### src/rtl/cal_status_gate_pkg.sv
package cal_status_gate_pkg;

   typedef struct packed {
      logic halt;
      logic restart;
   } seq_ctrl_t;

   localparam int unsigned DEF_NUM_CH  = 8;
   localparam int unsigned DEF_CTRL_W  = 24;
   localparam int unsigned DEF_SUP_BIT = 12;

endpackage

### src/rtl/calsts_reduce.sv
module calsts_reduce #(
   parameter int unsigned NUM_CH     = 8,
   parameter bit          REGISTERED = 1'b1
) (
   input  logic              clk,
   input  logic              rst_n,
   input  logic [NUM_CH-1:0] active_mask,
   input  logic [NUM_CH-1:0] cal_busy,
   output logic              any_now,
   output logic              status
);

   logic [NUM_CH-1:0] qualified;

   assign qualified = active_mask & cal_busy;
   assign any_now   = |qualified;

   generate
      if (REGISTERED) begin : g_reg
         logic status_q;
         always_ff @(posedge clk or negedge rst_n) begin
            if (!rst_n) status_q <= 1'b0;
            else        status_q <= any_now;
         end
         assign status = status_q;
      end else begin : g_comb
         assign status = any_now & rst_n;
      end
   endgenerate

endmodule

### src/rtl/eos_gate.sv
module eos_gate (
   input  logic clk,
   input  logic rst_n,
   input  logic scan_pulse,
   input  logic ack,
   input  logic flush,
   input  logic suppress_en,
   input  logic any_cal,
   output logic irq
);

   logic irq_q;
   logic blocked;
   logic irq_d;

   assign blocked = suppress_en & any_cal;

   always_comb begin
      irq_d = irq_q;
      if (flush)                       irq_d = 1'b0;
      else if (scan_pulse && !blocked) irq_d = 1'b1;
      else if (ack)                    irq_d = 1'b0;
   end

   always_ff @(posedge clk or negedge rst_n) begin
      if (!rst_n) irq_q <= 1'b0;
      else        irq_q <= irq_d;
   end

   assign irq = irq_q;

endmodule

### src/rtl/calmem_seq.sv
module calmem_seq
   import cal_status_gate_pkg::*;
(
   input  logic      clk,
   input  logic      rst_n,
   input  logic      access,
   output seq_ctrl_t ctl
);

   logic access_q;
   logic restart_q;

   always_ff @(posedge clk or negedge rst_n) begin
      if (!rst_n) begin
         access_q  <= 1'b0;
         restart_q <= 1'b0;
      end else begin
         access_q  <= access;
         restart_q <= access_q & ~access;
      end
   end

   assign ctl.halt    = access_q;
   assign ctl.restart = restart_q;

endmodule

### src/rtl/cal_status_gate.sv
module cal_status_gate
   import cal_status_gate_pkg::*;
#(
   parameter int unsigned NUM_CH     = DEF_NUM_CH,
   parameter int unsigned CTRL_W     = DEF_CTRL_W,
   parameter int unsigned SUP_BIT    = DEF_SUP_BIT,
   parameter bit          STATUS_REG = 1'b1
) (
   input  logic              clk,
   input  logic              rst_n,
   input  logic [NUM_CH-1:0] chan_active,
   input  logic [NUM_CH-1:0] chan_cal_busy,
   input  logic [CTRL_W-1:0] ctrl_word,
   input  logic              scan_done,
   input  logic              irq_ack,
   input  logic              calmem_access,
   output logic              cal_active,
   output logic              eos_irq,
   output logic              conv_halt,
   output logic              seq_restart
);

   initial begin
      assert (NUM_CH >= 1) else $error("NUM_CH must be at least 1");
      assert (SUP_BIT < CTRL_W) else $error("SUP_BIT outside control word");
   end

   logic      any_cal;
   logic      ctrl_unused;
   seq_ctrl_t seq_ctl;

   assign ctrl_unused = ^ctrl_word;

   calsts_reduce #(
      .NUM_CH     (NUM_CH),
      .REGISTERED (STATUS_REG)
   ) u_reduce (
      .clk         (clk),
      .rst_n       (rst_n),
      .active_mask (chan_active),
      .cal_busy    (chan_cal_busy),
      .any_now     (any_cal),
      .status      (cal_active)
   );

   eos_gate u_irq (
      .clk         (clk),
      .rst_n       (rst_n),
      .scan_pulse  (scan_done),
      .ack         (irq_ack),
      .flush       (calmem_access),
      .suppress_en (ctrl_word[SUP_BIT]),
      .any_cal     (any_cal),
      .irq         (eos_irq)
   );

   calmem_seq u_seq (
      .clk    (clk),
      .rst_n  (rst_n),
      .access (calmem_access),
      .ctl    (seq_ctl)
   );

   assign conv_halt   = seq_ctl.halt;
   assign seq_restart = seq_ctl.restart;

endmodule

### config.mk
export PLATFORM = sky130hd
export DESIGN_NAME = cal_status_gate
export DESIGN_NICKNAME = d
export VERILOG_FILES = /design/src/rtl/cal_status_gate_pkg.sv /design/src/rtl/calsts_reduce.sv /design/src/rtl/eos_gate.sv /design/src/rtl/calmem_seq.sv /design/src/rtl/cal_status_gate.sv
export SDC_FILE = /design/constraint.sdc
export NUM_CORES = 1
export LEC_CHECK = 0
export ABC_CLOCK_PERIOD_IN_PS = 1120
export BUFFER_PORTS_ARGS = -buffer_cell sky130_fd_sc_hd__buf_2
export CAP_MARGIN = 30
export CORE_AREA = 2 2 39 41
export DETAILED_ROUTE_END_ITERATION = 8
export DIE_AREA = 0 0 41 43
export PLACE_DENSITY = 0.64
export SLEW_MARGIN = 20
export SYNTH_ARGS = -nofsm -noshare
export SYNTH_HDL_FRONTEND = slang
export SYNTH_SLANG_ARGS = --single-unit
### constraint.sdc
create_clock -name clk -period 1.12 [get_ports clk]
set_input_delay 0.224 -clock clk [delete_from_list [all_inputs] [get_ports clk]]
set_output_delay 0.224 -clock clk [all_outputs]
set_load 0.02 [all_outputs]
---- Yosys cells after proc, flatten, opt, wreduce, memory -nomap -nowiden ----
Index checks and enable logic that the tools add are counted.
word-level totals
  latch bits .............................. 0
  ROM bits ................................ 0
  memories ................................ 0
  word-level logic and storage cells ...... 15
  memory bits (writable) .................. 0
  output and inout bits ................... 4
  register bits ........................... 4
operators by class
  eq/ne operators ......................... 0
  magnitude comparators ................... 0
  multipliers ............................. 0
  bitwise logic cells ..................... 4
  reduce and logical (&&, ||, !) cells .... 4
  divide/modulo/power cells ............... 0
  shift operators ......................... 0
  muxes and demuxes ....................... 3
  $add $sub $neg .......................... 0
operators by type and width
  kind                count
  AND 8 bit           1
  OR reduction 8 bit  1
  two-way mux 1 bit   3
  nonzero test 3 bit  1
  AND 1 bit           2
  logical AND 1 bit   1
  zero test 1 bit     1
  inverter 1 bit      1

---- Longest topological paths before layout ----
Gate-level depths: netlist of the first run.
  depth after elaboration ................. 7
  gate-level depth with buffers ........... 3
  depth with buffers taken out ............ 3

---- By module ----
From an unflattened synthesis of the first run, not the netlist that was laid out.
second synthesis, totals
  cell total of the unflattened synthesis .. 16
  area total of the unflattened synthesis .. 186.4 um^2
modules (own cells, without submodules)
  module         cells each  area an instance (um^2)  instances
  calmem_seq     5           78.8                     1
  calsts_reduce  6           61.3                     1
  eos_gate       5           46.3                     1

---- Least setup slack after synthesis of the first run ----
No wires, ideal clock.
  kind .................................... reg-to-reg
  start ................................... register u_irq.irq (netlist name)
  end ..................................... register u_irq.irq_q, in the netlist u_irq.irq
  required time ........................... 1,024 ps
  period minus slack after synthesis ...... 973 ps
  path buffers ............................ 0
  arrival time ............................ 878 ps
  path slack .............................. 147 ps
  cell stages (with the launch flop) ...... 4
  path through ............................ dfrtp_1 -> nand2b_1 -> nor2b_1 -> a311oi_2
RTL lines
  item                    RTL line        source
  end signal: assignment  eos_gate.sv:27  else irq_q <= irq_d;
  end: declaration        eos_gate.sv:12  logic irq_q;

---- Worst setup path in the final report of the first run ----
  start ................................... register u_irq.irq_q, in the netlist u_irq.irq
  end ..................................... output port eos_irq
RTL lines
  item              RTL line               source
  end: declaration  cal_status_gate.sv:18  output logic eos_irq,
No word-level cell between the ends.

==> run summary, run 1 <==
# diodes = 0
Mapped cell area = 196.4 µm²
Fillers = 148
Cell taking the most area after synthesis = dfrtp_1
Clock latency on the worst-skew pair = 0.23 ns
Seq cells post-synth = 4
Final Critical Period = 1.009 ns
Sequential element share of the synthesized area = 50.96%
RePlAce Congestion = 0.6732
Total die area = 0.001763 mm²
CP required = 0.90 ns
Clock skew = 0.001453 ns
CTS Root Cell = clkbuf_4
First-pass GRT wire length = 1028 µm
Postcts setup bufs = 0
Slew Limit Fails = 0
CTS tree = yes
Outcome = completed
Most common cell after layout, fill and taps aside = buf_2
Hold Path Class = input port to flop
Core Area = 0.001384 mm²
Final core utilization = 27.03%
GRT Total Usage = 9.768%
Critical Path Source Type = flop
Critical path buffer and inverter count = 1
Vias/cell = 3.897
Share of layout cells above drive strength 1 = 80.95%
DRC Markers = 0
Static leakage = 0.1877 nW
Slew @ Worst Pin = 0.1953 ns
Setup TNS = 0 ns
TritonCTS buffer count = 3
Most frequent cells in the layout = buf_2, a22oi_2, dfrtp_1
Mean Syn Cell Area = 15.11 µm²
CTS max path bufs = 2
Worst Setup End Kind = output port
Die X = 41 µm
Routed met2 length = 194 µm
Number of cell rows = 14
Initial antenna violation count = 0
CP Cell Sequence = buf_2
Max-cap violations = 0
WL met1 = 381 µm
Synth top area share = 50.96%
Fmax = 991.3 MHz
Ys Warns = 0
Max stage delay cell, worst path = dfrtp_1
# IOs = 49
Clock sink count = 4
RSZ-0062 raised after global routing = false
DR top layer = met3
Final setup violation count = 0
Final hold vios = 0
Wirelength, routed = 733 µm
Synth unique cells = 6
Slew HR = 86.98%
Largest net degree at the start of global routing = 5
Total vias in the final route = 226
Final instance area = 374.1 µm²
Crit path launch = u_irq.irq
Mapped Nets = 58
Worst setup path class = flop to output port
Die height = 43 µm
Area contributors post-synth = dfrtp_1, a22oi_2, a311oi_2
Max rail drop VDD = 0.0005597 V
Antenna-violating nets left = 0
Nets = 89
CP max stage delay = 0.39 ns
Share of the cycle needed by the critical path after routing = 90.07%
CTS clk-pin slew, worst paths = 0.04 ns
Vias in the first global route = 269
First-pass iteration count of the detailed router = 2
Starting Density = 14.20%
DP Area = 341.6 µm²
Layout area overhead = 90.45%
Grt ovf = 0
Syn Inst Count = 13
Initial DRC count = 1
Power Density = 1135 mW/mm²
Post-DR wirelength/cell = 12.64 µm
Crit path DAT = 0.78 ns
CP delay by family, top = flip-flops
Port bufs = 25
Hold Startpoint = calmem_access
Reg2reg start = u_irq.irq
H-tree levels = 1
Met3 Routed Length = 157 µm
Worst-path fanout max = 2
==> cells in the mapped netlist <==
library cell  n
dfrtp_1       4
nand4_2       1
nor2b_1       2
a311oi_2      1
nand2b_1      1
a22oi_2       4
==> kinds of logic after synthesis <==
kind of cell	Yosys count	synth area share (%)
compound gates	5	33.12
simple gates	4	15.92
flops	4	50.96
==> area by class of cell <==
| type | count | area (µm²) | area share [%] |
|---|---|---|---|
| multi-input cells | 9 | 96.34 | 25.75 |
| repair buffers | 26 | 135.1 | 36.12 |
| clock buffers | 3 | 22.52 | 6.020 |
| well taps | 16 | 20.02 | 5.351 |
| flip-flops and latches | 4 | 100.1 | 26.76 |
==> report_power, final <==
part           internal (W)   total, W  switching [W]
logic             0.0000490  0.0000917      0.0000427
registers          0.000153   0.000156     0.00000309
clock network      0.000120   0.000177      0.0000571
==> layer usage <==
metal	vias up	track usage, %
met2	28	9.688
met3	0	10.47
met4	0	2.000
met1	86	13.96
li1	112	-
met5	-	0
==> repair_timing <==
action	CTS	global route
hold endpoints to repair	4	0
hold buffers	1	0
resized for setup	0	0
==> registers in the layout, indices dropped and copies added (netlist names) <==
name / count
u_seq.restart_q: 1
u_reduce.status: 1
u_seq.access_q: 1
u_irq.irq: 1
==> through the flow <==
step / worst slack, ns / std cells / hold WS, ns / power (W)
2_1_floorplan: 0.1469 / 13 / -0.07159 / 0.0001908
4_1_cts: 0.1125 / 58 / 0.1328 / 0.0004326
5_1_grt: 0.08650 / 58 / 0.1273 / 0.0004546
6_report: 0.1112 / 58 / 0.1389 / 0.0004247
3_5_place_dp: 0.08334 / 54 / 0.03097 / 0.0002487
3_3_place_gp: 0.1222 / 54 / 0.03029 / 0.0002480
==> worst paths after layout <==
check,to,slack (ns),cells past startpoint
max in group asynchronous,u_seq.access_q,0.68,2
min in group asynchronous,u_seq.restart_q,0.33,2
worst min register to register,u_seq.restart_q,0.48,1
worst max register to register,u_irq.irq,0.20,3
worst max-delay path,eos_irq,0.11,1
worst min-delay path,u_seq.access_q,0.14,1
Note: power is estimated with default switching activity, not from simulation.
==> run 2, diff against run 1 <==
ABC_CLOCK_PERIOD_IN_PS = 1200   (was 1120)
PLACE_DENSITY = 0.63   (was 0.64)
SYNTH_HIERARCHICAL = 1   (was unset)
clock period = 1.2 ns   (was 1.12 ns; I/O delays follow)
==> run 2 against run 1 <==
Combinational power decreased by 20%. Clock skew decreased by 0.0014 ns. Design area decreased by 6.7%. Via count decreased by 1.8%. Count of clock-buffer cells in the layout unchanged. Die area unchanged. First-iteration DRC count decreased by 100%. Worst setup slack improved by 0.092 ns. Critical path depth unchanged. Sequential share of layout area increased by 1.9 points. Cell count increased by 1.7%. Highest routed layer unchanged.
==> run summary, run 2 <==
CTS tree = yes
Final setup violation count = 0 (unchanged)
Worst Setup End Kind = output port
Most frequent cells in the layout = buf_2, dfrtp_1, a22oi_1
Cell taking the most area after synthesis = dfrtp_1
CTS Root Cell = clkbuf_4
RePlAce Congestion = 0.6190 (-8.1%)
Core Area = 0.001384 mm² (unchanged)
Psw = 0.00008877 W (-14%)
Worst setup margin = 0.2031 ns (+0.09191 ns)
Initial antenna violation count = 0 (unchanged)
Slew @ Worst Pin = 0.1630 ns (-0.03233 ns)
Hold Startpoint = calmem_access
Static leakage = 0.1954 nW (+4.1%)
DRC Markers = 0 (unchanged)
Mean Syn Cell Area = 11.65 µm² (-23%)
Area contributors post-synth = dfrtp_1, a22oi_1, buf_4
Syn Inst Count = 16 (+3)
Outcome = completed
Register Area = 100.1 µm² (unchanged)
Final Critical Period = 0.9969 ns
Vias in the first global route = 234 (-13%)
Clock latency on the worst-skew pair = 0.24 ns (about the same)
Worst setup path class = flop to output port
Reg2reg start = u_irq/irq
Final hold vios = 0 (unchanged)
Postcts setup bufs = 0 (unchanged)
Antenna-violating nets left = 0 (unchanged)
Port bufs = 25 (unchanged)
Max rail drop VDD = 0.0004467 V (-20%)
# diodes = 0 (unchanged)
Pwr Total = 0.0003856 W (-9.2%)
First-pass iteration count of the detailed router = 1 (-1)
Fillers = 148 (unchanged)
Wirelength, routed = 503 µm (-31%)
CTS max path bufs = 2 (unchanged)
Worst-path fanout max = 2 (unchanged)
Post-synth ARST share = 100.0% (unchanged)
Vias/cell = 3.763 (-3.4%)
Number of cell rows = 14 (unchanged)
# IOs = 49 (unchanged)
Slew HR = 89.14% (+2.2 points)
Synth top area share = 53.69% (+2.7 points)
Total vias in the final route = 222 (-1.8%)
Number of enable flip-flop cells after synthesis = 0 (unchanged)
Mapped Nets = 61 (+5.2%)
Area of the multi-input gates = 67.56 µm² (-30%)
Synth Flop Type = dfrtp_1
Post-DR wirelength/cell = 8.525 µm (-33%)
Share of layout cells above drive strength 1 = 67.44% (-14 points)
Mapped cell area = 186.4 µm² (-5.1%)
Crit path DAT = 0.76 ns (-0.02 ns)
Layout area overhead = 87.25%
Share of the cycle needed by the critical path after routing = 83.08%
Sw Ratio = 23.02% (-1.2 points)
Setup TNS = 0 ns (unchanged)
CP max stage delay = 0.36 ns (-0.03 ns)
Clock sink count = 4 (unchanged)
Die height = 43 µm (unchanged)
Sequential power share = 37.8% (+1.0 points)
Max-cap violations = 0 (unchanged)
Max stage delay cell, worst path = dfrtp_1
Starting Density = 13.47% (-0.72 points)
Critical Path Source Type = flop
CP Cell Sequence = buf_2
Worst slack, placed = 0.1920 ns (+0.1087 ns)
Power Density = 1105 mW/mm² (-2.7%)
Nets = 90 (+1.1%)
P_int = 0.0002968 W (-7.7%)
Logic pwr share = 19.0% (-2.6 points)
Synth cell count leaders = a22oi_1, dfrtp_1, buf_4
Initial DRC count = 0 (-1)
Most common cell after layout, fill and taps aside = buf_2
Total die area = 0.001763 mm² (unchanged)
Fmax = 1003 MHz
GRT Total Usage = 7.553% (-2.2 points)
Die X = 41 µm (unchanged)
Hold Path Class = input port to flop
Largest net degree at the start of global routing = 5 (unchanged)
Grt ovf = 0 (unchanged)
Synth unique cells = 9 (+3)
CP delay by family, top = flip-flops
Slew Limit Fails = 0 (unchanged)
First-pass GRT wire length = 814 µm (-21%)
Clock skew = 0.00002742 ns (-0.001426 ns)
Ys Warns = 6 (+6)
CP required = 0.96 ns (+0.06 ns)
RSZ-0062 raised after global routing = false
Sequential element share of the synthesized area = 53.69% (+2.7 points)
Final core utilization = 25.23% (-1.8 points)
TritonCTS buffer count = 3 (unchanged)
Critical path buffer and inverter count = 1 (unchanged)
Crit path launch = u_seq/access_q
H-tree levels = 1 (unchanged)
CTS clk-pin slew, worst paths = 0.04 ns (about the same)
Seq cells post-synth = 4 (unchanged)
Clk pwr share = 43.2% (+1.6 points)
## run 2: cell count changes after synthesis, moves of 2 or more
cell	delta
buf_4	+2
a22oi_2	-4
a22oi_1	+4
nor2b_1	-2
## run 2: cell families (layout without fill, tap and decap cells)
logic type | count (synthesis) | in the layout | share of synthesized area (%)
compound gates | 5 | 5 | 21.48
flops | 4 | 4 | 53.69
simple gates | 4 | 4 | 14.76
buf+inv | 3 | 30 | 10.06
## run 2: final timing paths
path                                    to  slack (ns)  depth (start not counted)
min in group asynchronous   u_seq/access_q        0.34                          2
setup / recovery                 conv_halt        0.20                          1
max in group asynchronous        u_irq/irq        0.74                          2
setup reg to reg                 u_irq/irq        0.51                          1
hold / removal              u_seq/access_q        0.18                          1
hold reg to reg            u_seq/restart_q        0.49                          1
## run 2: layout make-up
class / instances / area share, %
timing repair buffer: 26 / 38.71
multi-input combinational: 9 / 19.35
inverter: 1 / 1.075
clock buffer: 3 / 6.452
sequential: 4 / 28.67
tap: 16 / 5.735
## run 2: metal layers
metal / GRT usage (%) / vias to the layer above / share of wire, %
met5: 0 / - / 0
met4: 3.333 / 0 / 0
met3: 9.424 / 0 / 20
met2: 10.00 / 17 / 47
met1: 6.494 / 93 / 33
li1: - / 112 / -
## run 2: per-stage QoR
stage                     hold slack [ns]  std cells  instance area (µm²)
after floorplan                  -0.05559         16                186.4
after global placement            0.04722         55                316.6
after detailed placement          0.04715         55                316.6
after CTS                          0.1784         59                349.1
after global routing               0.1783         59                349.1
final                              0.1838         59                349.1
## run 2: timing repair
| item | in CTS | in global routing |
|---|---|---|
| resized for setup | 0 | 0 |
| endpoints found under the hold margin | 4 | 0 |
| hold buffers | 1 | 0 |
## run 2: power groups by stage
stage	Combinational, W	Clock [W]	Sequential (W)
global route	0.0000829	0.000186	0.000146
detailed placement	0.0000723	0	0.000148
finish	0.0000733	0.000167	0.000146
floorplan	0.0000254	0	0.000153
CTS	0.0000751	0.000178	0.000146
global placement	0.0000710	0	0.000147
